File: src/rtl/dma_pg_pkg.sv
package dma_pg_pkg;
   localparam int PORT_OFF_W = 3;
   localparam int CH_IDX_W   = 2;

   typedef struct packed {
      logic                hit;
      logic [CH_IDX_W-1:0] ch;
   } port_map_t;

   // Fixed, non-linear offset-to-channel mapping; unlisted offsets are holes.
   function automatic port_map_t map_port(input logic [PORT_OFF_W-1:0] off);
      port_map_t m;
      m = '{hit: 1'b0, ch: '0};
      case (off)
         3'd7: m = '{hit: 1'b1, ch: 2'd0};
         3'd3: m = '{hit: 1'b1, ch: 2'd1};
         3'd1: m = '{hit: 1'b1, ch: 2'd2};
         3'd2: m = '{hit: 1'b1, ch: 2'd3};
         default: m = '{hit: 1'b0, ch: '0};
      endcase
      return m;
   endfunction
endpackage

File: src/rtl/dma_pg_decode.sv
module dma_pg_decode
   import dma_pg_pkg::*;
(
   input  logic [PORT_OFF_W-1:0] off,
   output logic                  hit,
   output logic [CH_IDX_W-1:0]   ch
);
   port_map_t m;

   always_comb begin
      m   = map_port(off);
      hit = m.hit;
      ch  = m.ch;
   end
endmodule

File: src/rtl/dma_pg_regs.sv
module dma_pg_regs #(
   parameter int NUM_CH       = 4,
   parameter int PG_W         = 8,
   parameter int CH_W         = 2,
   parameter bit HIGH_PAGE_EN = 1'b1
) (
   input  logic                   clk,
   input  logic                   rst_n,
   input  logic                   wr,
   input  logic                   rd,
   input  logic                   bank_hi,
   input  logic                   hit,
   input  logic [CH_W-1:0]        ch,
   input  logic [PG_W-1:0]        wdata,
   output logic [NUM_CH*PG_W-1:0] lo_flat,
   output logic [NUM_CH*PG_W-1:0] hi_flat,
   output logic [PG_W-1:0]        rdata,
   output logic                   rd_err
);
   logic [PG_W-1:0] lo_q [NUM_CH];
   logic [PG_W-1:0] rd_val;
   logic            rd_nodec;
   logic            lo_we;

   assign lo_we = wr && hit && !bank_hi;

   always_ff @(posedge clk) begin
      if (!rst_n) begin
         for (int i = 0; i < NUM_CH; i++) lo_q[i] <= '0;
      end else if (lo_we) begin
         lo_q[ch] <= wdata;
      end
   end

   generate
      for (genvar g = 0; g < NUM_CH; g++) begin : g_lo_flat
         assign lo_flat[g*PG_W +: PG_W] = lo_q[g];
      end

      if (HIGH_PAGE_EN) begin : g_hi_bank
         logic [PG_W-1:0] hi_q [NUM_CH];
         always_ff @(posedge clk) begin
            if (!rst_n) begin
               for (int i = 0; i < NUM_CH; i++) hi_q[i] <= '0;
            end else if (wr && hit && bank_hi) begin
               hi_q[ch] <= wdata;
            end
         end
         for (genvar g = 0; g < NUM_CH; g++) begin : g_hi_flat
            assign hi_flat[g*PG_W +: PG_W] = hi_q[g];
         end
         assign rd_nodec = 1'b0;

         AST_HI_WRITE_KEEPS_8B: assert property (@(posedge clk) disable iff (!rst_n)
            wr && hit && bank_hi |=> hi_q[$past(ch)] == $past(wdata));
      end else begin : g_no_hi_bank
         assign hi_flat  = '0;
         assign rd_nodec = bank_hi;

         AST_HI_ABSENT_WR: assert property (@(posedge clk) disable iff (!rst_n)
            wr && bank_hi |=> $stable(lo_flat));
         AST_HI_ABSENT_RD: assert property (@(posedge clk) disable iff (!rst_n)
            rd && bank_hi |=> !rd_err && rdata == '0);
      end
   endgenerate

   always_comb begin
      rd_val = lo_q[ch];
      if (bank_hi) rd_val = hi_flat[ch*PG_W +: PG_W];
   end

   always_ff @(posedge clk) begin
      if (!rst_n) begin
         rdata  <= '0;
         rd_err <= 1'b0;
      end else begin
         rd_err <= rd && !hit && !rd_nodec;
         if (rd) rdata <= (hit && !rd_nodec) ? rd_val : '0;
      end
   end

   AST_LO_WRITE_TAKES: assert property (@(posedge clk) disable iff (!rst_n)
      lo_we |=> lo_q[$past(ch)] == $past(wdata));
   AST_HOLE_WR_IGNORED: assert property (@(posedge clk) disable iff (!rst_n)
      wr && !hit |=> $stable(lo_flat) && $stable(hi_flat));
   AST_HOLE_RD_FLAGS: assert property (@(posedge clk) disable iff (!rst_n)
      rd && !hit && !rd_nodec |=> rd_err && rdata == '0);
   AST_ERR_NEEDS_READ: assert property (@(posedge clk) disable iff (!rst_n)
      rd_err |-> $past(rd));
endmodule

File: src/rtl/dma_pg_compose.sv
module dma_pg_compose #(
   parameter int NUM_CH    = 4,
   parameter int CH_W      = 2,
   parameter int ADDR_W    = 16,
   parameter int CNT_W     = 16,
   parameter int PG_W      = 8,
   parameter bit WORD_MODE = 1'b0,
   localparam int WS       = WORD_MODE ? 1 : 0,
   localparam int EFF_W    = ADDR_W + WS,
   localparam int LEN_W    = CNT_W + 1 + WS,
   localparam int PA_W     = ADDR_W + 2*PG_W
) (
   input  logic                     clk,
   input  logic                     rst_n,
   input  logic [CH_W-1:0]          ch_sel,
   input  logic [NUM_CH*ADDR_W-1:0] cur_addr,
   input  logic [NUM_CH*ADDR_W-1:0] cur_pos,
   input  logic [NUM_CH*CNT_W-1:0]  base_cnt,
   input  logic [NUM_CH-1:0]        ch_dir,
   input  logic [NUM_CH*PG_W-1:0]   lo_flat,
   input  logic [NUM_CH*PG_W-1:0]   hi_flat,
   output logic [PA_W-1:0]          phys_addr,
   output logic [LEN_W-1:0]         xfer_len
);
   localparam int LO_SHIFT = ADDR_W;
   localparam int HI_SHIFT = ADDR_W + PG_W;
   localparam logic [PG_W-1:0] HI_MASK = {1'b0, {(PG_W-1){1'b1}}};

   logic [ADDR_W-1:0] sel_addr, sel_pos;
   logic [CNT_W-1:0]  sel_cnt;
   logic [PG_W-1:0]   sel_lo, sel_hi;
   logic              sel_dec;
   logic [EFF_W-1:0]  start_b, eff_b;
   logic [PA_W-1:0]   phys_c;
   logic [LEN_W-1:0]  len_c;

   always_comb begin
      sel_addr = cur_addr[ch_sel*ADDR_W +: ADDR_W];
      sel_pos  = cur_pos[ch_sel*ADDR_W +: ADDR_W];
      sel_cnt  = base_cnt[ch_sel*CNT_W +: CNT_W];
      sel_lo   = lo_flat[ch_sel*PG_W +: PG_W];
      sel_hi   = hi_flat[ch_sel*PG_W +: PG_W];
      sel_dec  = ch_dir[ch_sel];
   end

   generate
      if (WORD_MODE) begin : g_word
         assign start_b = {sel_addr, 1'b0};
      end else begin : g_byte
         assign start_b = sel_addr;
      end
   endgenerate

   always_comb begin
      eff_b  = sel_dec ? (start_b - EFF_W'(sel_pos)) : (start_b + EFF_W'(sel_pos));
      phys_c = (PA_W'(sel_hi & HI_MASK) << HI_SHIFT)
             | (PA_W'(sel_lo) << LO_SHIFT)
             | PA_W'(eff_b);
      len_c  = (LEN_W'(sel_cnt) + LEN_W'(1)) << WS;
   end

   always_ff @(posedge clk) begin
      if (!rst_n) begin
         phys_addr <= '0;
         xfer_len  <= '0;
      end else begin
         phys_addr <= phys_c;
         xfer_len  <= len_c;
      end
   end
endmodule

File: src/rtl/dma_page_addr_gen.sv
module dma_page_addr_gen #(
   parameter int NUM_CH       = 4,
   parameter int ADDR_W       = 16,
   parameter int CNT_W        = 16,
   parameter int PG_W         = 8,
   parameter bit HIGH_PAGE_EN = 1'b1,
   parameter bit WORD_MODE    = 1'b0,
   localparam int CH_W        = $clog2(NUM_CH),
   localparam int LEN_W       = CNT_W + 1 + (WORD_MODE ? 1 : 0),
   localparam int PA_W        = ADDR_W + 2*PG_W
) (
   input  logic                     clk,
   input  logic                     rst_n,
   input  logic [2:0]               io_off,
   input  logic                     io_hi,
   input  logic                     io_wr,
   input  logic                     io_rd,
   input  logic [PG_W-1:0]          io_wdata,
   output logic [PG_W-1:0]          io_rdata,
   output logic                     io_err,
   input  logic [CH_W-1:0]          ch_sel,
   input  logic [NUM_CH*ADDR_W-1:0] cur_addr,
   input  logic [NUM_CH*ADDR_W-1:0] cur_pos,
   input  logic [NUM_CH*CNT_W-1:0]  base_cnt,
   input  logic [NUM_CH-1:0]        ch_dir,
   output logic [PA_W-1:0]          phys_addr,
   output logic [LEN_W-1:0]         xfer_len
);
   generate
      if (NUM_CH != 4) begin : g_bad_ch
         $error("dma_page_addr_gen: port map is fixed for four channels");
      end
      if (CH_W != dma_pg_pkg::CH_IDX_W) begin : g_bad_chw
         $error("dma_page_addr_gen: channel index width mismatch");
      end
      if (PG_W < 2) begin : g_bad_pg
         $error("dma_page_addr_gen: page width too small");
      end
   endgenerate

   logic              dec_hit;
   logic [CH_W-1:0]   dec_ch;
   logic [NUM_CH*PG_W-1:0] lo_flat, hi_flat;

   dma_pg_decode u_decode (
      .off (io_off),
      .hit (dec_hit),
      .ch  (dec_ch)
   );

   dma_pg_regs #(
      .NUM_CH       (NUM_CH),
      .PG_W         (PG_W),
      .CH_W         (CH_W),
      .HIGH_PAGE_EN (HIGH_PAGE_EN)
   ) u_regs (
      .clk     (clk),
      .rst_n   (rst_n),
      .wr      (io_wr),
      .rd      (io_rd),
      .bank_hi (io_hi),
      .hit     (dec_hit),
      .ch      (dec_ch),
      .wdata   (io_wdata),
      .lo_flat (lo_flat),
      .hi_flat (hi_flat),
      .rdata   (io_rdata),
      .rd_err  (io_err)
   );

   dma_pg_compose #(
      .NUM_CH    (NUM_CH),
      .CH_W      (CH_W),
      .ADDR_W    (ADDR_W),
      .CNT_W     (CNT_W),
      .PG_W      (PG_W),
      .WORD_MODE (WORD_MODE)
   ) u_compose (
      .clk       (clk),
      .rst_n     (rst_n),
      .ch_sel    (ch_sel),
      .cur_addr  (cur_addr),
      .cur_pos   (cur_pos),
      .base_cnt  (base_cnt),
      .ch_dir    (ch_dir),
      .lo_flat   (lo_flat),
      .hi_flat   (hi_flat),
      .phys_addr (phys_addr),
      .xfer_len  (xfer_len)
   );

   AST_ADDR_TOP_CLEAR: assert property (@(posedge clk) disable iff (!rst_n)
      $rose(rst_n) || phys_addr[PA_W-1] == 1'b0);
endmodule

File: config.mk
export PLATFORM = sky130hd
export DESIGN_NAME = dma_page_addr_gen
export DESIGN_NICKNAME = d
export VERILOG_FILES = /design/src/rtl/dma_pg_pkg.sv /design/src/rtl/dma_pg_decode.sv /design/src/rtl/dma_pg_regs.sv /design/src/rtl/dma_pg_compose.sv /design/src/rtl/dma_page_addr_gen.sv
export SDC_FILE = /design/constraint.sdc
export NUM_CORES = 1
export LEC_CHECK = 0
export BUFFER_PORTS_ARGS = -buffer_cell sky130_fd_sc_hd__buf_2
export CORE_UTILIZATION = 40
export CTS_BUF_LIST = sky130_fd_sc_hd__clkbuf_8 sky130_fd_sc_hd__clkbuf_16
export CTS_CLUSTER_SIZE = 25
export DETAILED_ROUTE_END_ITERATION = 16
export PLACE_DENSITY = 0.67
export SYNTH_ARGS = -nofsm -noshare
export SYNTH_HDL_FRONTEND = slang
export SYNTH_SLANG_ARGS = --single-unit
File: constraint.sdc
create_clock -name clk -period 12 [get_ports clk]
set_input_delay 0.6 -clock clk [delete_from_list [all_inputs] [get_ports clk]]
set_output_delay 0.6 -clock clk [all_outputs]
set_load 0.05 [all_outputs]
==> results of run 1 <==
## state kept, by name (all words and copies together) (netlist names)
name / flops
u_compose.phys_addr: 31
u_compose.xfer_len: 17
u_regs.g_hi_bank.hi_q: 32
u_regs.lo_q: 32
u_regs.rd_err: 1
u_regs.rdata: 8
## where the power goes
| part | internal (mW) | leakage [nW] | switching, mW |
|---|---|---|---|
| registers | 0.479 | 1.09 | 0.0205 |
| logic | 0.165 | 2.64 | 0.263 |
| clock network | 0.310 | 0.286 | 0.203 |
## cell families (layout without fill, tap and decap cells)
logic type | Yosys count | in the layout
AND/OR/NAND/NOR | 207 | 207
flip-flops | 121 | 121
multiplexers | 89 | 89
AO/OA/AOI/OAI | 64 | 64
buffers and inverters | 55 | 332
XOR/XNOR | 40 | 40
adder cells (fa/ha/maj) | 18 | 18
other | 1 | 4
## routing by layer
layer / wire (µm) / global-route usage / up-vias
li1: - / - / 2733
met3: 1852 / 0.06771 / 20
met1: 9536 / 0.3280 / 2872
met4: 327 / 0.07553 / 2
met2: 10870 / 0.3852 / 263
met5: 11 / 0 / -
## final timing paths
check | endpoint | slack [ps] | cells after the start
worst max-delay path | u_compose.phys_addr[15] | 7240 | 15
worst max register to register | u_regs.rdata[4] | 10470 | 5
worst min-delay path | u_regs.rdata[1] | 490 | 2
worst min register to register | u_regs.rdata[1] | 490 | 2
## worst max-delay path, cell delays in order
cell	delay [ps]
buf_4	470
buf_4	650
mux4_2	630
or4_4	580
nor4_4	350
nor2_1	100
xnor2_1	140
ha_1	330
and4_1	240
a31o_2	250
a21oi_1	160
a21oi_1	110
a31oi_1	210
xnor2_1	140
nor2_1	50
## metrics by stage
stage | utilization | total power, mW | instances
final | 0.5346 | 1.442 | 1100
after global placement | 0.4999 | 0.9321 | 1065
after CTS | 0.5341 | 1.449 | 1097
after floorplan | - | 0.8116 | 595
after global routing | 0.5341 | 1.503 | 1097
after detailed placement | 0.4999 | 0.9360 | 1065
## placed cells by master (no fill, tap or decap), drive strengths merged, types with 4 or more instances in the layout
cell / instances
nand3: 7
o21a: 4
buf: 276
ha: 17
edfxtp: 64
nor2b: 4
nor2: 110
mux4: 79
clkbuf: 17
a21o: 7
inv: 31
o21ai: 13
nor3: 13
dfxtp: 57
a21oi: 26
nand2: 34
xnor2: 27
mux2i: 10
and2: 21
xor2: 13
## final cells by class
cell class	count	area (µm²)	share of cell area
multi-input cells	419	3814	0.4124
well taps	225	281.5	0.03045
flip-flops and latches	121	3063	0.3313
inverters	24	90.09	0.009743
repair buffers	276	1399	0.1513
clock inverters	15	166.4	0.01800
diodes	3	7.507	0.0008119
clock buffers	17	425.4	0.04601
==> run summary, run 1 <==
In this run the worst hold path is classified as flop to flop. Endpoint required time on the critical path: 12290 ps. Area fraction of the dominant cell type after synthesis: 0.2704. On the final layout, the worst clock skew is 6.860 ps. The first global-routing pass estimated 32090 µm of wire. The H-tree was split into 4 levels. The placeable core region is 17300 µm², and the number of buffers inserted to repair setup after CTS is 0. The run finished with clean final reports.

In this run, synthesis produced a sequential element count of 121. The post-synthesis mux area share was 0.2644; the share of the synthesized netlist area taken by xor and xnor gates was 0.04930. The normalized max-slew margin came out at 0.2222. For the worst-skew pair later-pin latency, the log shows 420 ps. After synthesis, the most frequently instantiated cells are nor2_1, mux4_2, edfxtp_1, dfxtp_1, nand2_1.

The number of pins exceeding their max-slew limit in the final report is 0, and the number of global-route vias before repair is 5523. The peak fanout along the critical path is 35. The simple-gate portion of the synthesized area came out at 0.1319. Mean number of vias per cell: 5.355.

In this run, CTS created clock tree buffers numbering 17. The synthesized design contains 64 enable-type register cells. The all-layer global routing usage is 0.2449, and the wire length per cell is 20.54 µm. The leakage component of the power came out at 4.013 nW. Summing every instance area after synthesis gives 7107 µm². The most used flip-flop cell after synthesis is edfxtp_1. The worst-margin pin slew is 1159 ps, and the die area is 18300 µm². Worst reg2reg path startpoint: u_regs.g_hi_bank.hi_q[2][4]. The final antenna-violating net count came out at 0.

In this run, post-CTS repair resized a total of 0 instances. Counting I/O delays and the setup requirement, the final critical path takes 4763 ps. The tools report the share of synthesized area occupied by flip-flops and latches as 0.4310. Global routing finished with a remaining overflow of 0. Worst hold slack across all endpoints: 489.5 ps. The arithmetic-cell share of the synthesized area counting full adders, half adders and majority gates is 0.03275, and the HPWL after detailed placement is 17320 µm. The setup path with the least slack is of type input port to flop. For the number of failing hold endpoints at the final stage, the log shows 0. Timing analysis after detailed placement gives a worst setup slack of 6784 ps. For the sink count of the clock tree, the log shows 121.

Yosys mapped the design onto 49 distinct sky130hd cell types. The weighted congestion reported at the end of routability-driven placement was 0.8887. From bottom edge to top edge, the die measures 135.3 µm.

At the worst endpoint, the arrival time is 5060 ps. Entering global routing, the biggest net connects 43 pins. Clock-pin slew was measured on the worst setup and hold paths at 60 ps. Summing all placed instances gives a cell area of 8647 µm².

Buffers placed on the I/O ports in this run total 270. In this run the most critical hold path is launched from u_regs.rdata[1]. Ranked by total cell area, the synthesized netlist is headed by edfxtp_1, mux4_2, dfxtp_1. Based on the critical path, the design can be clocked at up to 209.9 MHz.

After synthesis, the largest family of logic cells by area is multiplexers. For the placement row count, the log shows 48. The first detailed-routing pass ran for 5 iterations. Of all cell types, the one taking the most synthesized area is edfxtp_1. In this run, the number of DRC markers left after iteration 0 of detailed routing was 445. The critical path launch point type was an input port. The layout-stage area growth over the synthesis result was 30.11%.

I/O pin total: 272. The summed negative setup slack over all endpoints was 0 ps. Hold repair after CTS inserted 0 buffers. The compound-gate portion of the synthesized area is 0.05563. TritonCTS built the clock tree.

The die extent in x came out at 135.3 µm. The worst setup path is captured at a flop. Setup repair after global routing left no endpoint under its margin. Setup violations remaining at the end of the flow were counted as 0. The proportion of synthesized flip-flops having asynchronous set or reset is 0. The smallest setup slack after layout is 7237 ps. The final net count is 1091, and the final instance area is 9246 µm². Synthesis handed over a netlist of 595 instances.

The master cell of the clock root buffer was clkbuf_16. For the routed via count, the log shows 5890. Ratio of total power to cell area: 155.9 nW/µm². In this run the worst setup path begins at ch_sel[0]. The worst-case IR drop observed on VDD is 0.0001222 V. Synthesis produced a netlist with a net count of 827. The post-synthesis area per instance was 11.94 µm²; the final worst-path cycle share was 0.3970.

The longest clock path from root to sink contains 2 buffers. The initial core utilization was 0.4109; the residual DRC count was 0. The layout cell share with drive strength beyond 1 came out at 0.4530. The number of max-capacitance violations reported was 0.

The logs give 4 for the number of antenna violations at the first check in global routing and 22600 µm for the total wire length. The most instantiated library cell after synthesis was nor2_1. The number of warning messages in the yosys log is 0, and the final-layout fill cell count is 1567.
Note: power is estimated with default switching activity, not from simulation.
==> run 2, diff against run 1 <==
clock period = 4.74 ns   (was 12 ns; I/O delays follow)
==> run 2 against run 1 <==
  * Die area stayed put
  * Routed wire length is 1.7% higher
  * Hold slack worse by 330 ps
  * Critical path type unchanged
  * Total power grew to 2.6 times the previous value
  * Clock-buffer cell count is 2 higher
  * Worst setup slack worse by 6100 ps
  * Flip-flop and latch count stayed put
  * Final cell count is 0.27% higher
  * Largest power group unchanged
  * Critical path depth is 3 lower
  * Clock power grew to 2.7 times the previous value
==> run summary, run 2 (synthesis gave the netlist of run 1 again) <==
The placeable core region was 17300 µm² (unchanged). For the number of max-capacitance violations reported, the log shows 0 (unchanged). Worst hold slack across all endpoints: 158.7 ps (-330.9 ps).

TritonCTS built the clock tree. Based on the critical path, the design can be clocked at up to 273.8 MHz. The logic depth of the worst setup path including buffers is 12 (-3), and the violation count after the first detailed-route iteration is 431 (-3.1%). Setup repair after global routing left no endpoint under its margin. The total wire length was 22970 µm (+1.7%). The cell class contributing the biggest share of worst-path delay is compound AO/OA/AOI/OAI gates. The overall die height is 135.3 µm (unchanged), and the count of TritonRoute iterations in the first routing pass is 5 (unchanged). Arrival time at the worst endpoint: 3940 ps (-1120 ps).

The endpoint required time on the critical path was 5020 ps (-7270 ps). The run gives 272 (unchanged) as the I/O pin total. The area after detailed placement came out at 8677 µm² (+0.35%). The run gives 0 ps (unchanged) as the summed negative setup slack over all endpoints. The worst stage delay on the critical path is 750 ps (+100 ps).

Critical setup path kind: input port to flop. The clock transition at the register clock pins on the worst setup and hold paths after CTS was 60 ps (about the same); the count of cells along the worst register-to-register path was 5 (unchanged). Clock tree synthesis selected as its root buffer the cell clkbuf_16. The flow ran to the end, and the final reports show no timing, DRC or antenna violations. The cell depth of the worst hold path came out at 3 (+1). HPWL after detailed placement: 17780 µm (+2.7%).

The tools report the number of buffers created by CTS as 17 (unchanged). The maximum number of buffers from clock root to sink came out at 2 (unchanged). The tools report the routed via count as 6007 (+2.0%). Normalized max-slew margin: 0.2334 (+0.01112). The slowest stage of the critical path belongs to the cell mux4_2. The global-route wire length before repair was 33000 µm (+2.8%); the clock skew after layout was 9.195 ps (+2.335 ps).

The tools report the all-layer global routing usage as 0.2485 (+0.003633). Relative to the synthesized area, the layout overhead comes to 31.21%. The final antenna-violating net count was 0 (unchanged); the final net count was 1095 (+0.37%). The tools report the sort of element at the end of the critical path as a flop. The residual DRC count is 0 (unchanged). The number of buffer and inverter stages on the critical path was 2 (unchanged). The initial core utilization is 0.4109 (unchanged), and the post-route minimum period is 3652 ps. Post-cts resize count: 0 (unchanged). The quantity of I/O buffers inserted on ports was 270 (unchanged). Final worst-path cycle share: 0.7705.

Number of failing hold endpoints at the final stage: 0 (unchanged). The critical path goes through buf_4, buf_4, mux4_2, mux2i_1, fa_1, a21oi_1, nor2b_1, a311o_1, a221o_1, a31oi_1, xor2_1, nor2_1. The largest registers in the layout are u_regs.g_hi_bank.hi_q x32, u_regs.lo_q x32, u_compose.phys_addr x31. The logs give 48 (unchanged) for the placement row count and 3 (-1) for the number of antenna violations at the first check in global routing. The library cells used most frequently in the layout, excluding fill and tap cells, are buf_2, nor2_1, mux4_2. The mean number of vias per cell came out at 5.446 (+1.7%). Worst-margin pin slew: 1142 ps (-16.58 ps). For the count of hold-fix buffers inserted at cts, the log shows 0 (unchanged). The logs give 0.0002754 V (+130%) for the highest ir drop seen on vdd and 3170 ps (-7300 ps) for the slack of the worst reg-to-reg path.

The number of pins exceeding their max-slew limit in the final report was 0 (unchanged). The peak fanout along the critical path works out to 25 (-29%). The final instance area was 9325 µm² (+0.85%). The largest net degree at the start of global routing was 38 (-12%). Wire length per cell: 20.83 µm (+1.4%). The run gives 4 (unchanged) as the H-tree level count. The sink count of the clock tree was 121 (unchanged). The tightest min-delay check is of the input port to flop type. The ratio of total power to cell area was 403.7 nW/µm² (+160%). The leakage component of the power was 4.062 nW (+1.2%). Leaving out fill and tap cells, the most frequent cell in the layout is buf_2. The tools report the number of buffers inserted to repair setup after CTS as 0 (unchanged). The overflow left after global routing was 0 (unchanged).

For the number of global-route vias before repair, the log shows 5758 (+4.3%). The layout cell share with drive strength beyond 1 is 0.4555 (+0.002498), and the worst-skew pair later-pin latency is 410 ps (about the same). By instance count, the cell type seen most on the critical path is buf_4. For the weighted congestion reported at the end of routability-driven placement, the log shows 0.8358 (-6.0%). The die extent in x is 135.3 µm (unchanged). The run gives 18300 µm² (unchanged) as the die area.

The run gives 0 (unchanged) as the final setup violation count. The critical path launch point type is an input port.
## run 2: worst reg2reg max path, cell delays in order, from the launching register on
cell	delay [ps]
edfxtp_1	400
mux4_2	480
mux2i_1	310
nor2_1	70
a21oi_1	120
nor2_1	50
## run 2: final timing paths
kind,startpoint,to
worst max-delay path,ch_sel[0],u_compose.phys_addr[12]
worst min-delay path,io_wdata[4],u_regs.lo_q[3][4]
worst max register to register,u_regs.g_hi_bank.hi_q[2][4],u_regs.rdata[4]
worst min register to register,u_regs.rdata[3],u_regs.rdata[3]
## run 2: power breakdown
part,switching [mW],internal [mW],total [mW]
Clock,0.487,0.913,1.40
Combinational,0.678,0.421,1.10
Sequential,0.0505,1.21,1.26
Total,1.22,2.55,3.76
## run 2: cell type report
class                           instances  area [µm²]
Fill cell                            1545        7971
Multi-Input combinational cell        419        3814
Sequential cell                       121        3063
Timing Repair Buffer                  280        1429
Clock buffer                           19       452.9
Tap cell                              225       281.5
Clock inverter                         13       190.2
Inverter                               24       90.09
Antenna cell                            2       5.005
## run 2: metrics by stage
step,instances,total power [mW],worst slack (ps),utilization
2_1_floorplan,595,2.055,769.5,-
3_3_place_gp,1069,2.363,800.0,0.5017
3_5_place_dp,1069,2.378,685.7,0.5017
4_1_cts,1101,3.781,1087,0.5388
5_1_grt,1101,3.910,913.4,0.5388
6_report,1103,3.764,1088,0.5391
## run 2: per-layer routing
metal  track usage  share of wire  up-vias
met4       0.08240          0.014        2
met2        0.3860           0.48      298
met1        0.3380           0.42     2937
met3       0.06435          0.089       23
li1              -              -     2747
met5             0        0.00052        -
